**config.mk**
```make
export PLATFORM = sky130hd
export DESIGN_NAME = rec_framed_match
export DESIGN_NICKNAME = d
export VERILOG_FILES = /design/src/rtl/rec_pkg.sv /design/src/rtl/rec_rst_sync.sv /design/src/rtl/rec_next_state.sv /design/src/rtl/rec_state_reg.sv /design/src/rtl/rec_framed_match.sv
export SDC_FILE = /design/constraint.sdc
export NUM_CORES = 1
export LEC_CHECK = 0
export ABC_CLOCK_PERIOD_IN_PS = 3200
export BUFFER_PORTS_ARGS = -buffer_cell sky130_fd_sc_hd__buf_4
export CORE_AREA = 2 2 39 41
export CTS_CLUSTER_DIAMETER = 50
export DETAILED_ROUTE_END_ITERATION = 7
export DIE_AREA = 0 0 41 43
export GPL_TIMING_DRIVEN = 0
export HOLD_SLACK_MARGIN = 0.06
export PLACE_DENSITY = 0.49
export SLEW_MARGIN = 20
export SYNTH_ARGS = -nofsm -noshare
export SYNTH_HDL_FRONTEND = slang
export SYNTH_HIERARCHICAL = 1
export SYNTH_SLANG_ARGS = --single-unit
```
**constraint.sdc**
```tcl
create_clock -name clk -period 3.2 [get_ports clk]
set_input_delay 0.48 -clock clk [delete_from_list [all_inputs] [get_ports clk]]
set_output_delay 0.48 -clock clk [all_outputs]
set_load 0.02 [all_outputs]
```
**src/rtl/rec_pkg.sv**
```systemverilog
`timescale 1ns/1ps
package rec_pkg;
  localparam int GROUP_LEN = 4;
  localparam int ST_W      = 3;

  // Merged states: one live and one dead path per position (position 0 splits by first bit)
  typedef enum logic [ST_W-1:0] {
    ST_IDLE  = 3'd0,  // start of group
    ST_LEAD1 = 3'd1,  // first bit was 1, needs 0 next
    ST_LEAD0 = 3'd2,  // first bit was 0, needs 1 next
    ST_MID   = 3'd3,  // two bits ok, needs 1 then 0
    ST_TAIL  = 3'd4,  // three bits ok, needs 0
    ST_DEAD2 = 3'd5,  // two bits seen, no match possible
    ST_DEAD3 = 3'd6   // three bits seen, no match possible
  } rec_state_e;
endpackage

```
**src/rtl/rec_rst_sync.sv**
```systemverilog
`timescale 1ns/1ps
module rec_rst_sync #(
  parameter int STAGES = 2
) (
  input  logic clk,
  input  logic rst_n,
  output logic rst_sync_n
);
  logic [STAGES-1:0] chain_q;

  always_ff @(posedge clk or negedge rst_n) begin
    if (!rst_n) begin
      chain_q <= '0;
    end else begin
      chain_q <= {chain_q[STAGES-2:0], 1'b1};
    end
  end

  assign rst_sync_n = chain_q[STAGES-1];
endmodule

```
**src/rtl/rec_next_state.sv**
```systemverilog
`timescale 1ns/1ps
module rec_next_state
  import rec_pkg::*;
(
  input  rec_state_e cur_st,
  input  logic       frame_clr,
  input  logic       bit_vld,
  input  logic       bit_in,
  output rec_state_e nxt_st,
  output logic       st_en,
  output logic       hit
);
  logic       advance;
  rec_state_e step_st;

  assign advance = bit_vld & ~frame_clr;

  always_comb begin
    unique case (cur_st)
      ST_IDLE:  step_st = bit_in ? ST_LEAD1 : ST_LEAD0;
      ST_LEAD1: step_st = bit_in ? ST_DEAD2 : ST_MID;
      ST_LEAD0: step_st = bit_in ? ST_MID   : ST_DEAD2;
      ST_MID:   step_st = bit_in ? ST_TAIL  : ST_DEAD3;
      ST_DEAD2: step_st = ST_DEAD3;
      ST_TAIL:  step_st = ST_IDLE;
      ST_DEAD3: step_st = ST_IDLE;
      default:  step_st = ST_IDLE;
    endcase
  end

  always_comb begin
    st_en  = frame_clr | bit_vld;
    nxt_st = frame_clr ? ST_IDLE : step_st;
  end

  assign hit = advance & (cur_st == ST_TAIL) & ~bit_in;
endmodule

```
**src/rtl/rec_state_reg.sv**
```systemverilog
`timescale 1ns/1ps
module rec_state_reg
  import rec_pkg::*;
(
  input  logic       clk,
  input  logic       rst_n,
  input  logic       en,
  input  rec_state_e d,
  output rec_state_e q
);
  always_ff @(posedge clk or negedge rst_n) begin
    if (!rst_n) begin
      q <= ST_IDLE;
    end else if (en) begin
      q <= d;
    end
  end
endmodule

```
**src/rtl/rec_framed_match.sv**
```systemverilog
`timescale 1ns/1ps
module rec_framed_match
  import rec_pkg::*;
#(
  parameter int SYNC_STAGES = 2
) (
  input  logic clk,
  input  logic rst_n,
  input  logic frame_clr,
  input  logic bit_vld,
  input  logic bit_in,
  output logic hit
);
  logic       rst_sync_n;
  logic       st_en;
  logic       hit_raw;
  rec_state_e cur_st;
  rec_state_e nxt_st;

  rec_rst_sync #(.STAGES(SYNC_STAGES)) u_rst (
    .clk        (clk),
    .rst_n      (rst_n),
    .rst_sync_n (rst_sync_n)
  );

  rec_next_state u_nsl (
    .cur_st    (cur_st),
    .frame_clr (frame_clr),
    .bit_vld   (bit_vld),
    .bit_in    (bit_in),
    .nxt_st    (nxt_st),
    .st_en     (st_en),
    .hit       (hit_raw)
  );

  rec_state_reg u_reg (
    .clk   (clk),
    .rst_n (rst_sync_n),
    .en    (st_en),
    .d     (nxt_st),
    .q     (cur_st)
  );

  assign hit = hit_raw & rst_sync_n;
endmodule


```
==> results.md, run 1 <==
- Setup Crit Path Kind: reg -> out
- Die Y: ~43 um
- Fmax: between 0.5 and 0.6 GHz
- Fin area: 385.4 um^2
- Gr usage total: between 7 and 8%
- CP peak stage delay: between 0.4 and 0.5 ns
- I/O Buffers: 5
- Clk slew on worst S/H paths: ~0.040 ns
- Crit path cell chain: nor3_2 > and4b_1 > and2_1 > buf_4
- DR WL/cell: between 9 and 10 um
- Largest net degree at the start of global routing: 8
- Die Area: approximately 1800 um^2
- Buffer count from post-CTS setup fixing: 0
- Core area: approximately 1400 um^2
- Min Clock Period, post-route: around 1.9 ns
- RSZ-0062 raised after global routing: no
- Largest area contributor in the synthesized netlist: dfrtp_1
- Fillers: between 150 and 200
- Most frequent cell after synthesis: dfrtp_1
- Syn Nets: 30
- Peak supply drop: approximately 0.18 mV
- Max Cap Viol: 0
- Die X: between 40 and 50 um
- Synth async-reset ratio: 100.0%
- EDFF count, synth: 0
- # rows: 14
- Multiplexer share of the synthesized area: between 10% and 20%
- Post-Synthesis Cells: 25
- Initial antenna violation count: 0
- Vias post-DR: ~220
- DRC: 0
- CP Launch Type: register
- Final core occ: between 20% and 30%
- Placer Congestion: about 0.55
- First-pass GRT wire length: approximately 870 um
- Power share of the clock group: between 30% and 40%
- Family with the most delay on the worst path: simple AND/OR/NAND/NOR gates
- Final #Nets: between 40 and 50
- DRT iter0 DRCs: 6
- Ant. Diodes: 0
- Post-synthesis simple-gate area fraction: approximately a fifth
- Vias/cell: between 4 and 5
- Crit end category: output pin
- CTS tree: built
- Routed Antenna Nets: 0
- Drt first pass iters: 2
- Main combinational cell family by area after synthesis: simple AND/OR/NAND/NOR gates
- Sw Ratio: between 20 and 30%
- Placed Instance Area: 339.1 um^2
- Leak: approximately 0.17 nW
- Required time of the critical path: between 2 and 3 ns
- Critical path buffer and inverter count: 1
- CP max stage cell: dfrtp_1
- Min-delay worst type: reg -> reg
- Netlist Area Pre-Place: between 200 and 300 um^2
- Routed wire length: slightly above 500 um
- Setup TNS: 0 ns
- Compound-Gate Fraction of Synth Area: 12.89%
- Main flop type after synthesis: dfrtp_1
- Initial Utilization: 20.34%
- Synth Area in Adders: 0%
- Vias in the first global route: 242
- Final HPWL DP: about 430 um
- Syn Area/Cell: roughly 11 um^2
- Setup violators final: 0
- Worst Skew: 0.0005017 ns
- TritonCTS buffer count: 3
- Worst-case clock buffer depth: 2
- Pwr Total: approximately 210 uW
- Power share of the combinational group: approximately a quarter
- Top-area cell type share of the netlist area: 44.44%
- Slew Viols, Final: 0
- Worst R2R Setup Slack: roughly 2.0 ns
- Layout cell share with drive strength beyond 1: 38.89%
- Internal power: about 150 uW
- Most instantiated cells after synthesis: dfrtp_1 (5), mux2_2 (3), nor2_1 (3)
- Synth Register Bits: 5
- CP arrival: about 1.4 ns
- Clock sinks: 5
- PwrDens: about 560 nW/um^2
- Count of cell types in the netlist: 15
- Sequential fraction of the synthesis area: between 40 and 50%
- Global route total overflow: 0
- I/O pin cnt: 6
- Area Overhead vs Synth: 36.89%
- Fin crit share: between 50 and 60%
- H-tree Lvls: 1
- Clk Latency, worst-skew pair: about 0.23 ns
- CP max FO: 7
- YS warnings: 6
- Root buf cell: clkbuf_4
- Outcome: complete, no violations
- Psw: slightly above 60 uW
- XOR/XNOR Fraction of Synth Area: 0%
- Final Hold Violating Endpoints: 0
- Sequential Power Share: 44.0%
- Synth area leaders: dfrtp_1 (44%), mux2_2 (12%), mux2i_1 (7.1%)
[flip-flops by register name, summed over array words and instances (netlist names)]
register / count
u_reg/q: 3
u_rst/chain_q: 2
[power groups by stage]
stage               Clock, mW  Combinational (mW)  Sequential, mW
global route           0.0828              0.0554          0.0973
detailed placement          0              0.0480          0.0964
finish                 0.0698              0.0503          0.0944
floorplan                   0              0.0371          0.0910
global placement            0              0.0459          0.0942
CTS                    0.0738              0.0506          0.0949
[per-layer routing]
layer	track usage [%]	share of wire (%)	up-vias
met3	1.571	6.0	0
li1	-	-	110
met4	8.000	0	0
met2	11.56	53	5
met1	7.516	41	100
met5	0	0	-
[layout by cell type, fill, tap and decap left out, types with 2 or more instances in the layout]
cell type      count
clkbuf_4           3
mux2_2             3
dfrtp_1            5
dlygate4sd3_1      2
buf_4              5
mux2i_1            2
nand3b_1           2
nor2_1             3
[final cells by class]
class / count / area (um^2) / share of cell area (%)
clock buffers: 4 / 26.28 / 6.818
inverters: 1 / 3.754 / 0.9740
multi-input cells: 19 / 152.6 / 39.61
flip-flops and latches: 5 / 125.1 / 32.47
well taps: 16 / 20.02 / 5.195
repair buffers: 7 / 57.56 / 14.94
[per-stage QoR]
stage | instances | setup slack [ns] | hold WS [ns]
floorplan | 25 | 1.653 | 0.03217
finish | 52 | 1.313 | 0.3493
global placement | 46 | 1.485 | 0.04547
global route | 52 | 1.207 | 0.3664
CTS | 52 | 1.292 | 0.3526
detailed placement | 46 | 1.481 | 0.05285
[logic make-up (layout without fill, tap and decap cells)]
| family | Yosys count | count (layout) |
|---|---|---|
| flops | 5 | 5 |
| simple gates | 9 | 9 |
| other cells | 1 | 1 |
| compound gates | 4 | 4 |
| buf+inv | 1 | 12 |
| mux | 5 | 5 |
[what timing repair did]
| action | in CTS | in global routing |
|---|---|---|
| hold buffers | 2 | 0 |
| endpoints found under the hold margin | 5 | 0 |
| resized for setup | 0 | 0 |
[path summary, 6_finish.rpt]
| check | depth (start not counted) | from | endpoint |
|---|---|---|---|
| max | 4 | u_reg/q[1] | hit |
| min | 0 | u_rst/chain_q[0] | u_rst/chain_q[1] |
| max reg2reg | 4 | u_reg/q[0] | u_reg/q[1] |
| min reg2reg | 0 | u_rst/chain_q[0] | u_rst/chain_q[1] |
| max in group asynchronous | 1 | u_rst/chain_q[1] | u_reg/q[1] |
| min in group asynchronous | 2 | rst_n | u_rst/chain_q[1] |
Note: power is estimated with default switching activity, not from simulation.
==> inputs of run 2 (changes only) <==
--- a/config.mk
+++ b/config.mk
@@ -5,7 +5,8 @@
 export SDC_FILE = /design/constraint.sdc
 export NUM_CORES = 1
 export LEC_CHECK = 0
-export ABC_CLOCK_PERIOD_IN_PS = 3200
+export ABC_AREA = 1
+export ABC_CLOCK_PERIOD_IN_PS = 1900
 export BUFFER_PORTS_ARGS = -buffer_cell sky130_fd_sc_hd__buf_4
 export CORE_AREA = 2 2 39 41
 export CTS_CLUSTER_DIAMETER = 50
@@ -13,7 +14,7 @@
 export DIE_AREA = 0 0 41 43
 export GPL_TIMING_DRIVEN = 0
 export HOLD_SLACK_MARGIN = 0.06
-export PLACE_DENSITY = 0.49
+export PLACE_DENSITY = 0.5
 export SLEW_MARGIN = 20
 export SYNTH_ARGS = -nofsm -noshare
 export SYNTH_HDL_FRONTEND = slang
==> constraint.sdc (replaced) <==
create_clock -name clk -period 1.9 [get_ports clk]
set_input_delay 0.285 -clock clk [delete_from_list [all_inputs] [get_ports clk]]
set_output_delay 0.285 -clock clk [all_outputs]
set_load 0.02 [all_outputs]
==> results.md, run 2 <==
- Setup Crit Path Kind: reg -> out (unchanged)
- Fmax: between 0.6 and 0.7 GHz
- Commonest non-fill, non-tap cell in the layout: nand2_1
- Clk Latency, worst-skew pair: 0.23 ns (about the same)
- Initial antenna violation count: 0 (unchanged)
- First-pass GRT wire length: 917 um (was 869 um)
- Clock sinks: 5 (unchanged)
- Netlist Area Pre-Place: 295.3 um^2 (was 281.5 um^2)
- Required time of the critical path: 1.62 ns (was 2.72 ns)
- YS warnings: 6 (unchanged)
- Worst-case clock buffer depth: 2 (unchanged)
- Placer Congestion: 0.6612 (was 0.5515)
- Setup violators final: 0 (unchanged)
- Dpl cells: 67 (was 46)
- PwrDens: 804.8 nW/um^2 (was 556.4 nW/um^2)
- Min Clock Period, post-route: approximately 1.5 ns
- Setup TNS: 0 ns (unchanged)
- Drt first pass iters: 3 (was 2)
- # rows: 14 (unchanged)
- Ant. Diodes: 0 (unchanged)
- Global route total overflow: 0 (unchanged)
- Fin crit share: about four fifths
- Peak supply drop: 0.3285 mV (was 0.1841 mV)
- Post-CTS sizing: 0 (unchanged)
- I/O pin cnt: 6 (unchanged)
- Pwr Total: 321.2 uW (was 214.4 uW)
- Worst Min Path Start: u_rst/chain_q[0] (unchanged)
- Sequential fraction of the synthesis area: 42.37% (was 44.44%)
- Die Area: 1763 um^2 (unchanged)
- Placed Instance Area: 352.8 um^2 (was 339.1 um^2)
- Top-area cell type share of the netlist area: 42.37% (was 44.44%)
- DRT iter0 DRCs: 1 (was 6)
- Worst Skew: 0.0005691 ns (was 0.0005017 ns)
- Worst R2R Setup Slack: 0.89 ns (was 1.95 ns)
- Leak: 0.2224 nW (was 0.1721 nW)
- Vias/cell: 3.753 (was 4.135)
- Crit end category: output pin (unchanged)
- Die X: 41 um (unchanged)
- Final #Nets: 63 (was 42)
- Routed wire length: 504 um (was 519 um)
- Synth async-reset ratio: 100.0% (unchanged)
- Clk slew on worst S/H paths: 0.04 ns (about the same)
- Largest net degree at the start of global routing: 7 (was 8)
- Most frequent cell after synthesis: nand2_1 (was dfrtp_1)
- Synth Register Bits: 5 (unchanged)
- Worst hold endpoint: u_rst/chain_q[1] (unchanged)
- CP arrival: 1.25 ns (was 1.41 ns)
- Syn Area/Cell: 6.419 um^2 (was 11.26 um^2)
- Storage cell area: 125.1 um^2 (unchanged)
- Setup crit start: u_reg/q[1] (unchanged)
- Synth area leaders: dfrtp_1 (42%), nand2_1 (23%), inv_1 (8.9%) (was dfrtp_1 (44%), mux2_2 (12%), mux2i_1 (7.1%))
- Max Cap Viol: 0 (unchanged)
- CTS tree: built (unchanged)
- TritonCTS buffer count: 3 (unchanged)
- Root buf cell: clkbuf_4 (unchanged)
- Fillers: 154 (was 155)
- DR WL/cell: 6.904 um (was 9.981 um)
- Vias in the first global route: 248 (was 242)
- RSZ-0062 raised after global routing: no (unchanged)
- Leading registers by flop count: u_reg/q (3), u_rst/chain_q (2) (unchanged)
- Slew Viols, Final: 0 (unchanged)
- Fin area: 399.1 um^2 (was 385.4 um^2)
- Fin cells: 73 (was 52)
- Layout cell share with drive strength beyond 1: 19.30% (was 38.89%)
- Main flop type after synthesis: dfrtp_1 (unchanged)
- CP max FO: 6 (was 7)
- Area Overhead vs Synth: 35.17% (was 36.89%)
- Gr usage total: 7.996% (was 7.568%)
- Syn Nets: 51 (was 30)
- Die Y: 43 um (unchanged)
- I/O Buffers: 5 (unchanged)
- CP Launch Type: register (unchanged)
- Post-Synthesis Cells: 46 (was 25)
- Reg2reg start: u_reg/q[2] (was u_reg/q[0])
- H-tree Lvls: 1 (unchanged)
- Min-delay worst type: reg -> reg (unchanged)
- Reg2reg end: u_reg/q[2] (was u_reg/q[1])
- Largest area contributor in the synthesized netlist: dfrtp_1 (unchanged)
- Most instantiated cells after synthesis: nand2_1 (18), inv_1 (7), nor2_1 (6) (was dfrtp_1 (5), mux2_2 (3), nor2_1 (3))
- Final Hold Violating Endpoints: 0 (unchanged)
- Routed Antenna Nets: 0 (unchanged)
- Core area: 1384 um^2 (unchanged)
- Max reg flops: 3 (unchanged)
- Register with the most flip-flops: u_reg/q (unchanged)
- DRC: 0 (unchanged)
- Commonest non-fill, non-tap cells in the layout: nand2_1 (18), inv_1 (7), nor2_1 (6) (was buf_4 (5), dfrtp_1 (5), clkbuf_4 (3), nor2_1 (3), mux2_2 (3))
- Worst reg-to-reg path cell count: 5 (was 4)
- Initial Utilization: 21.34% (was 20.34%)
- Final HPWL DP: 434.4 um (was 427.8 um)
- Count of cell types in the netlist: 11 (was 15)
- EDFF count, synth: 0 (unchanged)
- Multi-input gate area: 140.1 um^2 (was 152.6 um^2)
- Vias post-DR: 274 (was 215)
- Hold Crit Depth: 0 (unchanged)
- Outcome: complete, no violations (unchanged)
## run 2: changes by cell type after synthesis, sizes merged, moves of 2 or more
cell	delta
mux2i	-2
nor2	+3
inv	+7
nand3	+3
nand3b	-2
nand2	+18
mux2	-3
## run 2: through the flow
stage	worst slack (ns)	hold WS, ns	utilization (%)
floorplan	0.6939	-0.01059	-
global placement	0.5872	0.04819	25.50
detailed placement	0.5897	0.05258	25.50
CTS	0.3332	0.3491	28.84
global route	0.2101	0.3515	28.84
finish	0.3600	0.3473	28.84
## run 2: kinds of logic after synthesis
group | Yosys count | share of synthesized area, %
other | 1 | 1.270
buffers and inverters | 8 | 10.17
AO/OA/AOI/OAI | 3 | 5.083
flip-flops | 5 | 42.37
AND/OR/NAND/NOR | 29 | 41.10
## run 2: report_power, final
group / internal (mW) / switching, mW / total [mW]
Sequential: 0.119 / 0.0160 / 0.135
Clock: 0.0790 / 0.0380 / 0.117
Combinational: 0.0314 / 0.0375 / 0.0689
## run 2: worst max-delay path by stage
stage,slack [ns],to,cells past startpoint
CTS,0.33,hit,6
finish,0.36,hit,6
global route,0.21,hit,6
detailed placement,0.59,hit,6
floorplan,0.69,hit,5
global placement,0.59,hit,6
## run 2: cell type report
type / count / area share (%)
flip-flops and latches: 5 / 31.35
clock buffers: 4 / 6.583
inverters: 8 / 7.524
repair buffers: 7 / 14.42
multi-input cells: 33 / 35.11
well taps: 16 / 5.016
## run 2: worst max-delay path: stages, from the launching register on
cell and delay (ns):
dfrtp_1 0.43, nor3_2 0.22, inv_1 0.06, nor2_1 0.09, nand2_1 0.06, inv_1 0.04
buf_4 0.13
## run 2: per-layer routing
metal	vias up	global-route usage [%]	part of all wire [%]
li1	157	-	-
met4	0	8.000	0
met3	0	1.571	3.2
met1	114	9.901	48
met5	-	0	0
met2	3	10.63	48
## run 2: timing repair
action / in CTS / in global routing
buffers inserted: 0 / 0
endpoints found under the setup margin: 0 / 0
endpoints found under the hold margin: 5 / 0
hold buffers: 2 / 0
